### src/rtl/bus_pkg.sv
package bus_pkg;
  typedef enum logic [1:0] {
    PH_IDLE = 2'd0,
    PH_ARB  = 2'd1,
    PH_XFER = 2'd2
  } bus_phase_e;
endpackage

### src/rtl/bus_arbiter.sv
module bus_arbiter #(
  parameter int N_MST       = 3,
  parameter int ROUND_ROBIN = 1
) (
  input  logic             clk,
  input  logic             rst,
  input  logic [N_MST-1:0] req,
  input  logic             arb_en,
  output logic [N_MST-1:0] win,
  output logic             any
);
  localparam int IW = (N_MST > 1) ? $clog2(N_MST) : 1;

  assign any = |req;

  generate
    if (ROUND_ROBIN != 0) begin : g_rr
      logic [IW-1:0] last_q;
      logic [IW-1:0] win_idx;

      always_comb begin
        win     = '0;
        win_idx = last_q;
        for (int k = 1; k <= N_MST; k++) begin
          int j;
          j = int'(last_q) + k;
          if (j >= N_MST) j = j - N_MST;
          if (win == '0 && req[j]) begin
            win[j]  = 1'b1;
            win_idx = IW'(j);
          end
        end
      end

      always_ff @(posedge clk) begin
        if (rst) last_q <= IW'(N_MST - 1);
        else if (arb_en && any) last_q <= win_idx;
      end
    end else begin : g_fixed
      always_comb begin
        win = '0;
        for (int k = 0; k < N_MST; k++)
          if (win == '0 && req[k]) win[k] = 1'b1;
      end
    end
  endgenerate

  // the winner is a single requesting master
  assert_win_valid_R4: assert property (@(posedge clk) disable iff (rst)
    (arb_en && any) |-> ($onehot(win) && ((win & ~req) == '0)));
endmodule

### src/rtl/bus_decoder.sv
module bus_decoder #(
  parameter int AW    = 8,
  parameter int SEL_W = 2,
  parameter int N_SLV = 2
) (
  input  logic [AW-1:0]    addr,
  input  logic             en,
  output logic [N_SLV-1:0] sel,
  output logic             miss
);
  logic [SEL_W-1:0] idx;
  assign idx = addr[AW-1 -: SEL_W];

  always_comb begin
    sel = '0;
    for (int s = 0; s < N_SLV; s++)
      sel[s] = en && (int'(idx) == s);
    miss = en && (int'(idx) >= N_SLV);
  end
endmodule

### src/rtl/bus_mux.sv
module bus_mux #(
  parameter int N_MST = 3,
  parameter int N_SLV = 2,
  parameter int AW    = 8,
  parameter int DW    = 16
) (
  input  logic [N_MST-1:0]    gnt,
  input  logic [N_MST*AW-1:0] m_addr,
  input  logic [N_MST-1:0]    m_we,
  input  logic [N_MST*DW-1:0] m_wdata,
  input  logic [N_SLV-1:0]    sel,
  input  logic [N_SLV*DW-1:0] s_rdata,
  input  logic [N_SLV-1:0]    s_ack,
  output logic [AW-1:0]       bus_addr,
  output logic                bus_we,
  output logic [DW-1:0]       bus_wdata,
  output logic [DW-1:0]       sel_rdata,
  output logic                sel_ack
);
  always_comb begin
    bus_addr  = '0;
    bus_we    = 1'b0;
    bus_wdata = '0;
    for (int i = 0; i < N_MST; i++) begin
      bus_addr  = bus_addr  | (m_addr[i*AW +: AW]  & {AW{gnt[i]}});
      bus_wdata = bus_wdata | (m_wdata[i*DW +: DW] & {DW{gnt[i]}});
      bus_we    = bus_we    | (m_we[i] & gnt[i]);
    end
  end

  always_comb begin
    sel_rdata = '0;
    for (int s = 0; s < N_SLV; s++)
      sel_rdata = sel_rdata | (s_rdata[s*DW +: DW] & {DW{sel[s]}});
    sel_ack = |(s_ack & sel);
  end
endmodule

### src/rtl/shared_bus_ctrl.sv
module shared_bus_ctrl
  import bus_pkg::*;
#(
  parameter int N_MST       = 3,
  parameter int N_SLV       = 2,
  parameter int AW          = 8,
  parameter int DW          = 16,
  parameter int SEL_W       = 2,
  parameter int ROUND_ROBIN = 1
) (
  input  logic                clk,
  input  logic                rst,
  input  logic [N_MST-1:0]    m_req,
  input  logic [N_MST*AW-1:0] m_addr,
  input  logic [N_MST-1:0]    m_we,
  input  logic [N_MST*DW-1:0] m_wdata,
  output logic [N_MST-1:0]    m_gnt,
  output logic [N_MST-1:0]    m_ack,
  output logic [N_MST-1:0]    m_err,
  output logic [DW-1:0]       m_rdata,
  output logic [N_SLV-1:0]    s_sel,
  output logic [AW-1:0]       s_addr,
  output logic                s_we,
  output logic [DW-1:0]       s_wdata,
  input  logic [N_SLV*DW-1:0] s_rdata,
  input  logic [N_SLV-1:0]    s_ack
);
  bus_phase_e          ph_q;
  logic [N_MST-1:0]    gnt_q, ack_q, err_q;
  logic [DW-1:0]       rdata_q;
  logic [N_MST-1:0]    win;
  logic                any_req, miss, slv_ack, done;
  logic [DW-1:0]       sel_rdata;

  bus_arbiter #(.N_MST(N_MST), .ROUND_ROBIN(ROUND_ROBIN)) u_arb (
    .clk(clk), .rst(rst), .req(m_req), .arb_en(ph_q == PH_ARB),
    .win(win), .any(any_req));

  bus_mux #(.N_MST(N_MST), .N_SLV(N_SLV), .AW(AW), .DW(DW)) u_mux (
    .gnt(gnt_q), .m_addr(m_addr), .m_we(m_we), .m_wdata(m_wdata),
    .sel(s_sel), .s_rdata(s_rdata), .s_ack(s_ack),
    .bus_addr(s_addr), .bus_we(s_we), .bus_wdata(s_wdata),
    .sel_rdata(sel_rdata), .sel_ack(slv_ack));

  bus_decoder #(.AW(AW), .SEL_W(SEL_W), .N_SLV(N_SLV)) u_dec (
    .addr(s_addr), .en(ph_q == PH_XFER), .sel(s_sel), .miss(miss));

  assign done = (ph_q == PH_XFER) && (slv_ack || miss);

  always_ff @(posedge clk) begin
    if (rst) begin
      ph_q    <= PH_IDLE;
      gnt_q   <= '0;
      ack_q   <= '0;
      err_q   <= '0;
      rdata_q <= '0;
    end else begin
      ack_q   <= '0;
      err_q   <= '0;
      rdata_q <= '0;
      unique case (ph_q)
        PH_IDLE: if (any_req) ph_q <= PH_ARB;
        PH_ARB: begin
          if (any_req) begin
            gnt_q <= win;
            ph_q  <= PH_XFER;
          end else begin
            ph_q  <= PH_IDLE;
          end
        end
        PH_XFER: begin
          if (done) begin
            ph_q    <= PH_IDLE;
            gnt_q   <= '0;
            ack_q   <= gnt_q;
            err_q   <= miss ? gnt_q : '0;
            rdata_q <= (!s_we && !miss) ? sel_rdata : '0;
          end
        end
        default: ph_q <= PH_IDLE;
      endcase
    end
  end

  assign m_gnt   = gnt_q;
  assign m_ack   = ack_q;
  assign m_err   = err_q;
  assign m_rdata = rdata_q;

  assert_one_grant_R11: assert property (@(posedge clk) disable iff (rst)
    $onehot0(m_gnt) && $onehot0(s_sel));

  assert_arb_grants_R2: assert property (@(posedge clk) disable iff (rst)
    (ph_q == PH_ARB && m_req != '0) |=> (m_gnt != '0));

  assert_hold_on_stall_R7: assert property (@(posedge clk) disable iff (rst)
    (s_sel != '0 && (s_ack & s_sel) == '0) |=> ($stable(m_gnt) && m_ack == '0));

  assert_ack_closes_R8: assert property (@(posedge clk) disable iff (rst)
    (m_ack != '0) |-> ($past(m_gnt) == m_ack && m_gnt == '0));

  assert_rdata_idle_zero_R9: assert property (@(posedge clk) disable iff (rst)
    (m_ack == '0) |-> (m_rdata == '0));

  assert_unmapped_err_R10: assert property (@(posedge clk) disable iff (rst)
    (ph_q == PH_XFER && s_sel == '0) |=> (m_err == m_ack && m_ack != '0));

  assert_bus_quiet_R5: assert property (@(posedge clk) disable iff (rst)
    (m_gnt == '0) |-> (s_addr == '0 && !s_we && s_wdata == '0));
endmodule

### config.mk
export PLATFORM = sky130hd
export DESIGN_NAME = shared_bus_ctrl
export DESIGN_NICKNAME = d
export VERILOG_FILES = /design/src/rtl/bus_pkg.sv /design/src/rtl/bus_arbiter.sv /design/src/rtl/bus_decoder.sv /design/src/rtl/bus_mux.sv /design/src/rtl/shared_bus_ctrl.sv
export SDC_FILE = /design/constraint.sdc
export NUM_CORES = 1
export LEC_CHECK = 0
export BUFFER_PORTS_ARGS = -buffer_cell sky130_fd_sc_hd__buf_4
export CAP_MARGIN = 20
export CORE_MARGIN = 1
export CORE_UTILIZATION = 30
export DETAILED_ROUTE_END_ITERATION = 12
export PLACE_DENSITY = 0.67
export SYNTH_ARGS = -nofsm -noshare
export SYNTH_HDL_FRONTEND = slang
export SYNTH_SLANG_ARGS = --single-unit
### constraint.sdc
create_clock -name clk -period 6.81 [get_ports clk]
set_input_delay 1.7025 -clock clk [delete_from_list [all_inputs] [get_ports clk]]
set_output_delay 1.7025 -clock clk [all_outputs]
set_load 0.02 [all_outputs]
==> run summary, run 1 <==
Mapped Area - 0.00179 mm2
Worst-Margin Slew - 0.680 ns
WL/cell - 15.1 um
Tot GR Track Use - 0.202
Yosys top cell by area - dfxtp_1
Fin. Hold Viols - 0
max incr delay on CP - 0.63 ns
Layout Nets - 493
Ports - 166
P per Cell Area - 254 mW/mm2
# port buffers - 165
Inst Count DP - 438
Post-synth ARST share - 0
reg2reg setup slack - 4.15 ns
worst vdd ir - 0.000119 V
Hold WC Path Type - reg -> reg
CP delay by family, top - simple AND/OR/NAND/NOR gates
R2R Path End - m_gnt[0]$_SDFFE_PP0P_
DIE AREA - 0.00626 mm2
Switch Pwr - 0.338 mW
count of final setup violators - 0
most frequent cells in the layout - buf_4 (169), inv_1 (31), dfxtp_1 (29)
crit end category - primary output
Final Slew Violations - 0
most used cell, CP - buf_4
Synth warnings - 0
critical path startpoint - m_addr[7]
outcome - complete, no violations
row count - 27
vias in the first global route - 1,991
ordered cell list for the critical path - buf_4, a222oi_1, inv_1, or2_1, nor2_2, buf_4
Netlist cell types - 45
Resized Gates After CTS - 0
crit share post-route - 0.788
via count - 2,267
HPWL Detailed - 5.28 mm
number of enable flip-flop cells after synthesis - 0
Worst R2R Start - u_arb.g_rr.last_q[0]$_SDFFE_PP0P_
sequential element share of the synthesized area - 0.325
maxcap violations - 0
min cycle time layout - 5.36 ns
Syn-to-layout area delta - 75.4%
worst-path fanout max - 17
Sw Ratio - 0.424
internal power of the cells - 0.458 mW
drt initial violations - 197
P_leak - 1.65 nW
initial antenna violation count - 0
sequential power share - 0.239
crit path DAT - 3.66 ns
Gate power share - 0.599
Root Buffer - clkbuf_8
Clock Latency Late Sink - 0.27 ns
Rel. slew slack - 0.547
most common cell after layout, fill and taps aside - buf_4
CTS Hold Bufs - 0
Ant. Diodes - 0
critical path's slowest cell - a222oi_1
Critical Path Start Type - input pin
r2r worst-path depth - 7
Worst-path clk slew - 0.06 ns
post-CTS setup buffer count - 0
post-route ant nets - 0
first-pass GRT wire length - 10.0 mm
#FFs+latches synth - 29
most area-consuming cells after synthesis - dfxtp_1 (33%), a222oi_1 (14%), a22oi_1 (7.6%)
Most used DFF post-synth - dfxtp_1
# H-tree levels - 2
drt drc - 0
GRT Residual Overflow - 0
Die Span Y - 79.1 um
CTS tree - built
Crit path buffers/inverters - 3
critical path endpoint - s_sel[0]
die width - 79.1 um
drt pass-1 iters - 9
synthesized net count - 334
Clock power frac - 0.162
Num CTS Buffers - 5
RSZ-0062 raised after global routing - false
post-DR vias/cell - 5.08
largest net degree at the start of global routing - 30
kind of critical path - in -> out
Clock Skew - 0.00321 ns
Routed WL - 6.72 mm
Worst path depth - 6
Initial Util - 0.318
Mapped Cells - 214
CORE AREA - 0.00561 mm2
total negative slack - 0 ns
Required @ worst endpoint - 5.11 ns
Post-Syn Area per Cell - 8.34 um2
count of clock tree sinks - 29
clk buf depth - 2
fmax - 186 MHz
share of cells above drive strength 1 - 0.492
GP Congestion - 0.899
post-route insts no fill - 446
Synth top area share - 0.325
-- power groups by stage --
stage | clock network [mW] | logic, mW | registers, mW
floorplan | 0 | 0.304 | 0.196
global placement | 0 | 0.469 | 0.193
detailed placement | 0 | 0.475 | 0.194
CTS | 0.134 | 0.476 | 0.190
global route | 0.143 | 0.523 | 0.193
finish | 0.129 | 0.477 | 0.190
-- Yosys cell counts, types with 2 or more instances --
| master | number |
|---|---|
| a21oi_1 | 4 |
| a222oi_1 | 25 |
| a22oi_1 | 18 |
| a311oi_1 | 2 |
| a31oi_1 | 2 |
| and2_1 | 6 |
| and3_1 | 2 |
| buf_4 | 2 |
| buf_6 | 3 |
| clkbuf_1 | 11 |
| dfxtp_1 | 29 |
| ha_1 | 6 |
| inv_1 | 31 |
| mux2i_1 | 2 |
| nand2_1 | 8 |
| nand2b_1 | 2 |
| nand3_1 | 5 |
| nor2_1 | 19 |
| nor2_2 | 2 |
| nor3_1 | 5 |
| nor4b_1 | 2 |
| o21ai_0 | 4 |
| o221ai_1 | 2 |
-- kinds of logic (layout without fill, tap and decap cells) --
family / Yosys count / after routing / share of synthesized area
flops: 29 / 29 / 0.325
mux: 3 / 3 / 0.0175
buf+inv: 48 / 208 / 0.118
compound gates: 66 / 66 / 0.312
simple gates: 61 / 61 / 0.180
fa+ha+maj: 6 / 6 / 0.0420
xor+xnor: 1 / 1 / 0.00491
-- how the worst min path moves through the flow --
stage / slack (ns) / startpoint / endpoint / cells after the start
floorplan: 0.45 / ph_q[1]$_SDFFE_PP0P_ / ph_q[0]$_SDFFE_PP0P_ / 1
global placement: 0.48 / ph_q[1]$_SDFFE_PP0P_ / ph_q[0]$_SDFFE_PP0P_ / 1
detailed placement: 0.47 / ph_q[1]$_SDFFE_PP0P_ / ph_q[0]$_SDFFE_PP0P_ / 1
CTS: 0.49 / ph_q[1]$_SDFFE_PP0P_ / ph_q[0]$_SDFFE_PP0P_ / 1
global route: 0.53 / ph_q[1]$_SDFFE_PP0P_ / ph_q[0]$_SDFFE_PP0P_ / 1
finish: 0.50 / ph_q[1]$_SDFFE_PP0P_ / ph_q[0]$_SDFFE_PP0P_ / 1
-- per-stage QoR --
| step | util | hold WS [ns] | power, mW | setup WS (ns) | cell area, um2 |
|---|---|---|---|---|---|
| finish | 0.558 | 0.499 | 0.796 | 1.45 | 3130 |
| global route | 0.558 | 0.527 | 0.858 | 1.18 | 3130 |
| CTS | 0.558 | 0.488 | 0.800 | 1.42 | 3130 |
| detailed placement | 0.544 | 0.473 | 0.668 | 1.43 | 3050 |
| global placement | 0.544 | 0.481 | 0.663 | 1.50 | 3050 |
| floorplan | - | 0.453 | 0.500 | 1.91 | 1790 |
-- layout make-up --
class / count / area, um2
fill: 529 / 2480
inverter: 31 / 116
clock buffer: 6 / 72.6
clock inverter: 2 / 10.0
tap: 72 / 90.1
sequential: 29 / 581
multi-input combinational: 137 / 993
timing repair buffer: 169 / 1270
-- worst reg2reg max path: cells and delay by family (launching register included) --
family          cells  cell delay (ns)
compound gates      2             0.65
fa+ha+maj           1             0.63
buf+inv             2             0.32
flops               1             0.45
simple gates        2             0.52
-- metal layers --
layer  GRT usage  wire length, um
met1       0.274             2940
met4      0.0473               38
met5           0                0
met2       0.316             3220
met3      0.0517              522
-- registers in the layout, summed over array words and instances, names as in the netlist --
name	cells
u_arb.g_rr.last_q	2
m_rdata	16
m_ack	3
ph_q	2
m_err	3
m_gnt	3
(Power assumes the default switching activity.)
==> run 2, diff against run 1 <==
==> constraint.sdc (replaced) <==
create_clock -name clk -period 5.6 [get_ports clk]
set_input_delay 1.4 -clock clk [delete_from_list [all_inputs] [get_ports clk]]
set_output_delay 1.4 -clock clk [all_outputs]
set_load 0.02 [all_outputs]
==> run 2 against run 1 <==
  * Combinational power rose by 22%
  * Wire length grew 2.1%
  * Clock power increased by 70%
  * Critical path type unchanged
  * Critical endpoint unchanged
  * Highest routed layer unchanged
==> run summary, run 2 (synthesized netlist as in run 1, its figures left out) <==
kind of critical path - in -> out
initial antenna violation count - 0
crit share post-route - 0.796
# port buffers - 165
Inst Count DP - 439
CTS tree - built
sequential power share - 0.225
drt initial violations - 155
Root Buffer - clkbuf_8
pre-CTS WS - 1.16 ns
share of cells above drive strength 1 - 0.493
WHS - 0.499 ns
Clock Latency Late Sink - 0.27 ns
CP delay by family, top - buffers and inverters
crit end category - primary output
most used cell, CP - buf_4
internal power of the cells - 0.617 mW
Switch Pwr - 0.418 mW
r2r worst-path depth - 7
crit path DAT - 3.06 ns
Syn-to-layout area delta - 77.7%
Filler cells - 555
Worst-Margin Slew - 0.672 ns
Required @ worst endpoint - 4.20 ns
Num CTS Buffers - 5
Fin. Hold Viols - 0
critical path startpoint - m_addr[7]
vias in the first global route - 1,985
worst setup margin - 1.14 ns
Ports - 166
post-DR vias/cell - 5.17
met3 Usage GRT - 0.0494
count of clock tree sinks - 29
via count - 2,313
# H-tree levels - 2
R2R Path End - m_gnt[0]$_SDFFE_PP0P_
critical path's slowest cell - a222oi_1
row count - 27
Sw Ratio - 0.404
Clock power frac - 0.211
Initial Util - 0.318
first-pass GRT wire length - 9.90 mm
Ant. Diodes - 0
CORE AREA - 0.00561 mm2
outcome - complete, no violations
drt drc - 0
Worst-path clk slew - 0.06 ns
maxcap violations - 0
Hold WC Path Type - reg -> reg
Crit path buffers/inverters - 4
Gate power share - 0.564
CTS Hold Bufs - 0
Final Instance Area - 0.00317 mm2
most frequent cells in the layout - buf_4 (170), inv_1 (31), dfxtp_1 (29)
count of final setup violators - 0
Worst R2R Start - u_arb.g_rr.last_q[0]$_SDFFE_PP0P_
RSZ-0062 raised after global routing - false
GR peak layer - met2
reg2reg setup slack - 2.92 ns
GRT met2 Usage - 0.317
ordered cell list for the critical path - buf_4, a222oi_1, inv_1, or2_1, nor2_2, buf_4, buf_4
clk buf depth - 2
Final Slew Violations - 0
largest net degree at the start of global routing - 29
Placement Cell Area - 0.00306 mm2
min cycle time layout - 4.46 ns
total negative slack - 0 ns
fmax - 224 MHz
Worst path depth - 7
die width - 79.1 um
Die Span Y - 79.1 um
Routed WL - 6.86 mm
post-route insts no fill - 447
Layout Nets - 494
P per Cell Area - 326 mW/mm2
Tot GR Track Use - 0.200
worst-path fanout max - 17
most common cell after layout, fill and taps aside - buf_4
post-route ant nets - 0
met1 usage in global routing - 0.268
Rel. slew slack - 0.551
Resized Gates After CTS - 0
post-CTS setup buffer count - 0
WL/cell - 15.3 um
DIE AREA - 0.00626 mm2
Critical Path Start Type - input pin
drt pass-1 iters - 7
critical path endpoint - s_sel[0]
HPWL Detailed - 5.34 mm
worst vdd ir - 0.000187 V
max incr delay on CP - 0.60 ns
Largest register FFs - 16
GRT Residual Overflow - 0
GP Congestion - 0.864
P_leak - 1.67 nW
Clock Skew - 0.00343 ns
## run 2: changes by cell type in the layout (fill, tap and decap cells not counted)
| cell | before | now |
|---|---|---|
| bufinv_16 | 0 | 1 |
| clkinv_2 | 2 | 0 |
| buf_4 | 169 | 170 |
| clkbuf_8 | 5 | 6 |
## run 2: metal layers
metal | vias up | part of all wire
li1 | 1123 | -
met1 | 1062 | 0.44
met2 | 124 | 0.47
met3 | 4 | 0.086
met4 | 0 | 0.0035
met5 | - | 0
## run 2: per-stage QoR
stage	utilization	total power, mW
after floorplan	-	0.608
after global placement	0.545	0.809
after detailed placement	0.545	0.815
after CTS	0.566	1.04
after global routing	0.566	1.10
final	0.566	1.04
## run 2: cell type report
cell class,count,area (um2),area share
repair buffers,170,1280,0.402
multi-input cells,137,993,0.313
flip-flops and latches,29,581,0.183
inverters,31,116,0.0367
well taps,72,90.1,0.0284
clock buffers,7,86.3,0.0272
clock inverters,1,30.0,0.00946
## run 2: power by group through the flow
stage / sequential [mW] / clock (mW) / combinational [mW]
finish: 0.233 / 0.219 / 0.584
global route: 0.234 / 0.237 / 0.631
CTS: 0.232 / 0.225 / 0.581
detailed placement: 0.236 / 0 / 0.579
global placement: 0.237 / 0 / 0.572
floorplan: 0.239 / 0 / 0.369
## run 2: how the worst min path moves through the flow
stage | startpoint | endpoint | depth (start not counted)
6_report | ph_q[1]$_SDFFE_PP0P_ | ph_q[0]$_SDFFE_PP0P_ | 1
2_1_floorplan | ph_q[1]$_SDFFE_PP0P_ | ph_q[0]$_SDFFE_PP0P_ | 1
5_1_grt | ph_q[1]$_SDFFE_PP0P_ | ph_q[0]$_SDFFE_PP0P_ | 1
4_1_cts | ph_q[1]$_SDFFE_PP0P_ | ph_q[0]$_SDFFE_PP0P_ | 1
3_5_place_dp | ph_q[1]$_SDFFE_PP0P_ | ph_q[0]$_SDFFE_PP0P_ | 1
3_3_place_gp | ph_q[1]$_SDFFE_PP0P_ | ph_q[0]$_SDFFE_PP0P_ | 1
==> run 3, diff against run 2 <==
--- a/config.mk
+++ b/config.mk
@@ -10,7 +10,7 @@
 export CORE_MARGIN = 1
 export CORE_UTILIZATION = 30
 export DETAILED_ROUTE_END_ITERATION = 12
-export PLACE_DENSITY = 0.67
+export PLACE_DENSITY = 0.7
 export SYNTH_ARGS = -nofsm -noshare
 export SYNTH_HDL_FRONTEND = slang
 export SYNTH_SLANG_ARGS = --single-unit
==> constraint.sdc (replaced) <==
create_clock -name clk -period 3.8 [get_ports clk]
set_input_delay 0.95 -clock clk [delete_from_list [all_inputs] [get_ports clk]]
set_output_delay 0.95 -clock clk [all_outputs]
set_load 0.02 [all_outputs]
==> run 3 against run 2 <==
  * Core utilization fell by 0.60 points
  * Cell area fell by 1.1%
  * Via count fell by 2.9%
  * Non-clock buffer count unchanged
  * First-iteration DRC count increased by 3.9%
  * Flip-flop and latch count is the same
  * Power grew 39%
  * Worst hold slack got worse by 0.0085 ns
  * Critical endpoint unchanged
  * Largest cell class unchanged
  * Highest routed layer unchanged
==> run summary, run 3 (synthesized netlist as in run 1, its figures left out) <==
max incr delay on CP - 0.60 ns
worst-path fanout max - 4
Hold WC Path Type - reg -> reg
clk buf depth - 2
crit path DAT - 2.40 ns
total power - 1.44 mW
Syn-to-layout area delta - 75.8%
first-pass GRT wire length - 10.1 mm
Gate power share - 0.597
Resized Gates After CTS - 0
CTS tree - built
Worst-path clk slew - 0.06 ns
post-route ant nets - 0
critical path's slowest cell - a222oi_1
CORE AREA - 0.00561 mm2
Clock Latency Late Sink - 0.27 ns
count of clock tree sinks - 29
top routing layer used - met4
RSZ-0062 raised after global routing - false
Worst R2R Start - u_arb.g_rr.last_q[0]$_SDFFE_PP0P_
Root Buffer - clkbuf_8
count of final setup violators - 0
drt drc - 0
post-CTS setup buffer count - 0
kind of critical path - in -> out
CP delay by family, top - compound AO/OA/AOI/OAI gates
drt pass-1 iters - 7
via count - 2,246
internal power of the cells - 0.823 mW
share of cells above drive strength 1 - 0.493
HPWL Detailed - 5.28 mm
Clock Skew - 0.00257 ns
initial antenna violation count - 0
CTS Hold Bufs - 0
# port buffers - 165
die width - 79.1 um
Crit path buffers/inverters - 3
most frequent cells in the layout - buf_4 (170), inv_1 (31), dfxtp_1 (29)
row count - 27
drt initial violations - 161
M1 wire length - 2.78 mm
ordered cell list for the critical path - buf_4, a222oi_1, inv_1, or2_1, nor2_2, buf_4
Sw Ratio - 0.429
most used cell, CP - buf_4
Routed WL - 6.73 mm
most common cell after layout, fill and taps aside - buf_4
# H-tree levels - 2
total negative slack - 0 ns
Worst-Margin Slew - 0.687 ns
met2 WL post-DR - 3.34 mm
Filler cells - 546
Final Slew Violations - 0
Tot GR Track Use - 0.205
critical path startpoint - m_addr[7]
P per Cell Area - 459 mW/mm2
crit share post-route - 0.881
Critical Path Start Type - input pin
Switch Pwr - 0.619 mW
Num CTS Buffers - 5
Die Span Y - 79.1 um
Rel. slew slack - 0.542
min cycle time layout - 3.35 ns
Layout Nets - 494
Fin. Hold Viols - 0
GP Congestion - 0.927
P_leak - 1.65 nW
Inst Count DP - 439
Largest register FFs - 16
DR WL met3 - 554 um
largest net degree at the start of global routing - 28
crit end category - primary output
worst vdd ir - 0.000245 V
Required @ worst endpoint - 2.85 ns
Ant. Diodes - 0
hold path startpoint - ph_q[1]$_SDFFE_PP0P_
WL/cell - 15.0 um
DIE AREA - 0.00626 mm2
sequential power share - 0.240
post-route insts no fill - 447
Clock power frac - 0.164
Ports - 166
fmax - 299 MHz
post-DR vias/cell - 5.02
maxcap violations - 0
Initial Util - 0.318
WHS - 0.490 ns
vias in the first global route - 2,064
GRT Residual Overflow - 0
outcome - complete, no violations
run 3: changes by cell type in the layout (fill, tap and decap cells not counted):
cell	before	now
clkinv_2	0	2
bufinv_16	1	0
clkbuf_8	6	5
run 3: area by class of cell:
type	instances	area, um2	area share
inverters	31	116	0.0371
well taps	72	90.1	0.0287
multi-input cells	137	993	0.316
flip-flops and latches	29	581	0.185
repair buffers	170	1280	0.407
clock inverters	2	10.0	0.00319
clock buffers	6	72.6	0.0231
run 3: final timing paths:
path,slack (ns),cells past startpoint,end
setup / recovery,0.45,6,s_sel[0]
hold / removal,0.49,1,ph_q[0]$_SDFFE_PP0P_
setup reg to reg,1.06,7,m_gnt[0]$_SDFFE_PP0P_
hold reg to reg,0.49,1,ph_q[0]$_SDFFE_PP0P_
run 3: worst register-to-register path: stages (launching register included):
cell	delay, ns
dfxtp_1	0.45
inv_1	0.17
ha_1	0.64
inv_1	0.16
or3_1	0.42
a211oi_1	0.40
nand2_1	0.12
a311oi_1	0.29
run 3: per-layer routing:
metal / GRT usage / vias up
met5: 0 / -
met4: 0.0545 / 0
met3: 0.0471 / 4
met2: 0.345 / 99
met1: 0.261 / 1013
li1: - / 1130
run 3: metrics by stage:
step                utilization  setup WS, ns  instance area (um2)
floorplan                     -         0.404                 1790
global placement          0.545         0.481                 3060
detailed placement        0.545         0.445                 3060
CTS                       0.560         0.442                 3140
global route              0.560         0.306                 3140
finish                    0.560         0.452                 3140
run 3: power by group through the flow:
| stage | combinational (mW) | sequential, mW | clock (mW) |
|---|---|---|---|
| 4_1_cts | 0.858 | 0.344 | 0.244 |
| 3_5_place_dp | 0.856 | 0.351 | 0 |
| 5_1_grt | 0.935 | 0.348 | 0.260 |
| 6_report | 0.860 | 0.346 | 0.236 |
| 3_3_place_gp | 0.836 | 0.351 | 0 |
| 2_1_floorplan | 0.544 | 0.352 | 0 |
